### config.mk
export PLATFORM = sky130hd
export DESIGN_NAME = strobe_edge_gen
export DESIGN_NICKNAME = d
export VERILOG_FILES = /design/src/rtl/strobe_pkg.sv /design/src/rtl/strobe_edge_ctrl.sv /design/src/rtl/strobe_edge_path.sv /design/src/rtl/strobe_edge_gen.sv
export SDC_FILE = /design/constraint.sdc
export NUM_CORES = 1
export LEC_CHECK = 0
export BUFFER_PORTS_ARGS = -buffer_cell sky130_fd_sc_hd__buf_2
export CORE_AREA = 3 3 76 49
export DETAILED_ROUTE_END_ITERATION = 16
export DIE_AREA = 0 0 79 52
export GPL_ROUTABILITY_DRIVEN = 0
export PLACE_DENSITY_LB_ADDON = 0.12
export SLEW_MARGIN = 20
export SYNTH_ARGS = -nofsm -noshare
export SYNTH_HDL_FRONTEND = slang
export SYNTH_HIERARCHICAL = 1
export SYNTH_SLANG_ARGS = --single-unit
### constraint.sdc
create_clock -name clk -period 2.3 [get_ports clk]
set_clock_uncertainty 0.2 [all_clocks]
set_input_delay 0.115 -clock clk [delete_from_list [all_inputs] [get_ports clk]]
set_output_delay 0.115 -clock clk [all_outputs]
set_load 0.03 [all_outputs]
### src/rtl/strobe_pkg.sv
package strobe_pkg;
  localparam int unsigned DELAY_BITS = 3;
  localparam int unsigned MAX_DELAY  = (1 << DELAY_BITS) - 1;

  typedef logic [DELAY_BITS-1:0] delay_t;

  // Registered edge event handed from control to datapath
  typedef struct packed {
    logic   edgeHit;
    delay_t edgeDelay;
  } edgeCmd_t;
endpackage

### src/rtl/strobe_edge_ctrl.sv
module strobe_edge_ctrl
  import strobe_pkg::*;
#(
  parameter int unsigned SYNC_STAGES = 2
) (
  input  logic     clk,
  input  logic     rst,
  input  logic     strobeIn,
  input  logic     risingSel,
  input  delay_t   delaySel,
  output edgeCmd_t cmd
);
  localparam int unsigned WARM_LIMIT = SYNC_STAGES + 1;
  localparam int unsigned WARM_BITS  = $clog2(WARM_LIMIT + 1);
  typedef logic [WARM_BITS-1:0] warm_t;

  logic [SYNC_STAGES-1:0] syncQ;
  logic  syncLvl;
  logic  lastLvl;
  warm_t warmCnt;
  logic  primed;
  logic  edgeSeen;

  always_ff @(posedge clk) begin
    if (rst) begin
      syncQ <= '0;
    end else begin
      syncQ[0] <= strobeIn;
      for (int i = 1; i < SYNC_STAGES; i++) syncQ[i] <= syncQ[i-1];
    end
  end

  assign syncLvl = syncQ[SYNC_STAGES-1];

  // Edges are trusted only once both compared samples are post-reset values
  always_ff @(posedge clk) begin
    if (rst) begin
      lastLvl <= 1'b0;
      warmCnt <= '0;
    end else begin
      lastLvl <= syncLvl;
      if (warmCnt != warm_t'(WARM_LIMIT)) warmCnt <= warmCnt + warm_t'(1);
    end
  end

  assign primed = (warmCnt == warm_t'(WARM_LIMIT));

  always_comb begin
    if (risingSel) edgeSeen = primed && syncLvl && !lastLvl;
    else           edgeSeen = primed && !syncLvl && lastLvl;
  end

  // The delay travels with the edge so later control changes cannot alter it
  always_ff @(posedge clk) begin
    if (rst) begin
      cmd <= '0;
    end else begin
      cmd.edgeHit   <= edgeSeen;
      cmd.edgeDelay <= delaySel;
    end
  end
endmodule

### src/rtl/strobe_edge_path.sv
module strobe_edge_path
  import strobe_pkg::*;
#(
  parameter int unsigned SLOTS = 4
) (
  input  logic     clk,
  input  logic     rst,
  input  edgeCmd_t cmd,
  input  logic     detEnable,
  input  logic     strobeIn,
  output logic     intPulse,
  output logic     selStrobe,
  output logic     sampleEn
);
  logic [SLOTS-1:0] slotBusy;
  logic [SLOTS-1:0] slotFire;
  logic [SLOTS-1:0] slotGrant;
  delay_t           slotCnt [SLOTS];
  logic             needSlot;
  logic             directFire;
  logic             stbQ;

  assign needSlot   = cmd.edgeHit && (cmd.edgeDelay != delay_t'(0));
  assign directFire = cmd.edgeHit && (cmd.edgeDelay == delay_t'(0));

  for (genvar g = 0; g < SLOTS; g++) begin : g_fire
    assign slotFire[g] = slotBusy[g] && (slotCnt[g] == delay_t'(1));
  end

  // First free slot (or one releasing this cycle) takes the new edge
  always_comb begin
    logic taken;
    taken     = 1'b0;
    slotGrant = '0;
    for (int i = 0; i < SLOTS; i++) begin
      if (needSlot && !taken && (!slotBusy[i] || slotFire[i])) begin
        slotGrant[i] = 1'b1;
        taken        = 1'b1;
      end
    end
  end

  always_ff @(posedge clk) begin
    if (rst) begin
      slotBusy <= '0;
      for (int i = 0; i < SLOTS; i++) slotCnt[i] <= '0;
    end else begin
      for (int i = 0; i < SLOTS; i++) begin
        if (slotGrant[i]) begin
          slotBusy[i] <= 1'b1;
          slotCnt[i]  <= cmd.edgeDelay;
        end else if (slotFire[i]) begin
          slotBusy[i] <= 1'b0;
        end else if (slotBusy[i]) begin
          slotCnt[i]  <= slotCnt[i] - delay_t'(1);
        end
      end
    end
  end

  assign intPulse  = directFire || (|slotFire);
  assign selStrobe = detEnable ? intPulse : strobeIn;

  // Sample enable on the first edge that sees the active strobe low again
  always_ff @(posedge clk) begin
    if (rst) begin
      stbQ     <= 1'b0;
      sampleEn <= 1'b0;
    end else begin
      stbQ     <= selStrobe;
      sampleEn <= stbQ && !selStrobe;
    end
  end
endmodule

### src/rtl/strobe_edge_gen.sv
module strobe_edge_gen
  import strobe_pkg::*;
#(
  parameter int unsigned SYNC_STAGES = 2
) (
  input  logic   clk,
  input  logic   rst,
  input  logic   detEnable,
  input  logic   risingSel,
  input  delay_t delaySel,
  input  logic   strobeIn,
  output logic   intPulse,
  output logic   selStrobe,
  output logic   sampleEn
);
  // Detected edges are at least two clocks apart, so half the delay span suffices
  localparam int unsigned SLOTS = (MAX_DELAY + 2) / 2;

  edgeCmd_t cmd;

  strobe_edge_ctrl #(.SYNC_STAGES(SYNC_STAGES)) u_ctrl (
    .clk       (clk),
    .rst       (rst),
    .strobeIn  (strobeIn),
    .risingSel (risingSel),
    .delaySel  (delaySel),
    .cmd       (cmd)
  );

  strobe_edge_path #(.SLOTS(SLOTS)) u_path (
    .clk       (clk),
    .rst       (rst),
    .cmd       (cmd),
    .detEnable (detEnable),
    .strobeIn  (strobeIn),
    .intPulse  (intPulse),
    .selStrobe (selStrobe),
    .sampleEn  (sampleEn)
  );
endmodule

==> flow_summary.ini <==
[drt]
vias_per_cell = 5.04
first_pass_iters = 4
wirelength_um = 2530
post-route-drc-count = 0
drt-wirelength-per-cell_um = 13.0
drtIter0Drc = 37
ant_nets = 0
dr_total_vias = 982

[grt]
grt_antenna_before_repair = 0
grt_pass1_wl_um = 4420
gr-usage-all-layers_pct = 14.1
overflow = 0
grt_start_max_net_pins = 31
grt_pass1_vias = 970

[timing]
setup_viol = 0
whs_ns = 0.0158
max_freq_mhz = 470
hold_viol = 0
rsz0062_at_grt = no
period_needed_ns = 2.13
worst_pin_slew_ns = 0.592
fin_setup_tns_ns = 0
period_share_pct = 92.6
slew_headroom_pct = 60.2
report.final.slew_viol_count = 0

[worst_hold_path]
hold_start = detEnable
min_to = u_path/stbQ$_SDFF_PP0_
hold_depth = 3
hold_path.class = input pin to flop

[yosys]
syn_avg_cell_area_sq_um = 10.3
yosysTopAreaCell = edfxtp_1
synthDominantCellAreaShare_pct = 26.4
syn_area_sq_mm = 0.00137
syn_nets = 149
synth_cell_types = 36
synth_warnings = 6
synth_seq_cells = 27
ys_seq_area_share_pct = 48.4
ys_top_cells_by_area = edfxtp_1, dfxtp_1, ha_1
syn_inst = 132

[finish]
post-route-util_pct = 49.8
area_growth_pct = 15.3
insertedDiodeCount = 0
nets = 168
drive_gt1_share_pct = 13.3

[die]
die_w_um = 79
fp.dieArea_sq_mm = 0.00411
row_count = 16
start_util_pct = 43.2
die_h_um = 52
core_sq_mm = 0.00316
num_io_pins = 11

[critical_path]
crit_fanout = 6
path_class = flop to flop
rr_endpoint = u_path/slotCnt[3][1]$_DFFE_PP_
r2r_setup_slack_ns = 0.17
rr_startpoint = u_path/slotCnt[0][0]$_SDFFCE_PN0P_
critPathCaptureType = flop
cp.required_ns = 2.05
worstSetupStartpointType = flop
r2r_cells = 5
cp_data_arrival_time_ns = 1.88

[outcome]
status = finished clean

[placement]
dp_hpwl_um = 1870
portBuffers = 10

[power]
powerDensity_mw_per_mm2 = 563
vdd_ir_drop_max_mv = 0.282
p_leak_nw = 0.600

[clock_network]
cts_inserted_buffers = 3
clk_latency_ns = 0.27
cts_tree = yes
cts.sinks = 27
htreeDepth = 1
cts_root_buffer = clkbuf_8
path_clk_slew_ns = 0.08
clockBufferDepth = 2
cts_setup_buffers = 0

[run]
maxCapViolCount = 0
## synth_stat cells
| cell type | n |
|---|---|
| inv_1 | 10 |
| edfxtp_1 | 12 |
| nor3_1 | 4 |
| mux2i_1 | 2 |
| nor2b_1 | 8 |
| o2bb2ai_1 | 3 |
| and2_1 | 1 |
| inv_2 | 1 |
| o31ai_1 | 1 |
| o21a_1 | 1 |
| dfxtp_1 | 15 |
| a21o_1 | 1 |
| mux2_1 | 1 |
| xor2_1 | 2 |
| nor3_2 | 1 |
| xnor2_1 | 1 |
| nor4_4 | 1 |
| o21ai_1 | 2 |
| nand2_1 | 6 |
| or3b_1 | 1 |
| ha_1 | 9 |
| nor2_1 | 9 |
| nand3b_1 | 8 |
| and4_1 | 1 |
| o32ai_1 | 2 |
| nand2b_1 | 8 |
| or3_1 | 1 |
| a31oi_1 | 4 |
| nand3_1 | 3 |
| nand4_1 | 1 |
| o21bai_1 | 1 |
| or3_4 | 1 |
| nor3b_1 | 1 |
| clkbuf_1 | 2 |
| a21oi_2 | 1 |
| a21oi_1 | 6 |
## critical path, stage by stage, from the launching register on
cell	delay [ns]
edfxtp_1	0.42
ha_1	0.23
nor2b_1	0.20
nor3_4	0.28
nand2_1	0.18
o21bai_1	0.30
## flip-flops by register name (all words and copies together), names as in the netlist
signal,flops
u_path/slotCnt,12
u_path/slotBusy,4
u_path/sampleEn,1
u_ctrl/warmCnt,2
u_ctrl/cmd,4
u_ctrl/syncQ,2
u_ctrl/lastLvl,1
u_path/stbQ,1
## stage by stage
stage | area, sq um | instances | worst slack, ns | power (W)
2_1_floorplan | 1370 | 132 | 0.325 | 0.000602
3_3_place_gp | 1470 | 186 | 0.203 | 0.000622
3_5_place_dp | 1470 | 186 | 0.121 | 0.000630
4_1_cts | 1570 | 195 | 0.111 | 0.000901
5_1_grt | 1570 | 195 | 0.0234 | 0.000937
6_report | 1570 | 195 | 0.171 | 0.000886
## layout by cell type, fill, tap and decap left out, types with 2 or more instances in the layout
master / synthesis / routed
o21ai_1: 2 / 2
nand3_1: 3 / 3
dlygate4sd3_1: 0 / 5
nor3_1: 4 / 4
edfxtp_1: 12 / 12
nand2_1: 6 / 6
nor2_1: 9 / 9
clkbuf_8: 0 / 3
a21oi_1: 6 / 6
o2bb2ai_1: 3 / 3
mux2i_1: 2 / 2
o32ai_1: 2 / 2
a31oi_1: 4 / 4
nor2b_1: 8 / 8
inv_1: 10 / 10
buf_2: 0 / 10
ha_1: 9 / 9
xor2_1: 2 / 2
nand2b_1: 8 / 8
dfxtp_1: 15 / 15
nand3b_1: 8 / 8
## power by group
part	internal (W)	total, W	switching [W]	leakage [nW]
Combinational	0.0000410	0.0000855	0.0000445	0.328
Sequential	0.000522	0.000538	0.0000168	0.247
Clock	0.000121	0.000263	0.000141	0.0255
Total	0.000684	0.000886	0.000203	0.600
## routing by layer
metal	up-vias	part of all wire, %	global-route usage (%)	routed length [um]
li1	505	-	-	-
met1	464	53	19.2	1340
met2	11	43	22.1	1100
met3	2	3.0	4.15	75
met4	0	0.55	3.43	14
met5	-	0	0	0
## cell type report
class / count / area [sq um]
fillers: 323 / 1590
multi-input cells: 92 / 662
flip-flops and latches: 27 / 661
repair buffers: 16 / 108
well taps: 45 / 56.3
clock buffers: 3 / 41.3
inverters: 11 / 41.3
clock inverters: 1 / 5.00
## worst max path at each step
stage	from	endpoint	cells after the start
5_1_grt	u_path/slotCnt[2][1]$_SDFFCE_PN0P_	selStrobe	6
2_1_floorplan	u_path/slotCnt[0][0]$_SDFFCE_PN0P_	u_path/slotCnt[3][0]$_DFFE_PP_	5
4_1_cts	u_path/slotCnt[0][0]$_SDFFCE_PN0P_	u_path/slotCnt[3][1]$_DFFE_PP_	5
3_3_place_gp	u_path/slotCnt[0][0]$_SDFFCE_PN0P_	u_path/slotCnt[3][1]$_DFFE_PP_	5
6_report	u_path/slotCnt[0][0]$_SDFFCE_PN0P_	u_path/slotCnt[3][1]$_DFFE_PP_	5
3_5_place_dp	u_path/slotCnt[0][0]$_SDFFCE_PN0P_	u_path/slotCnt[3][1]$_DFFE_PP_	5
## cell families (layout without fill, tap and decap cells)
logic type      count (synthesis)  in the layout  synth area share, %
simple gates                   55             55                 24.7
compound gates                 22             22                 10.8
mux                             3              3                 2.29
fa+ha+maj                       9              9                 8.25
xor+xnor                        3              3                 1.93
flops                          27             27                 48.4
buf+inv                        13             31                 3.57
## timing repair
item                                   CTS  global route
setup endpoints to repair                0             3
hold buffers                             5             0
endpoints found under the hold margin    5             0
resized for setup                        0             1
Power figures use the tool's default switching activity.
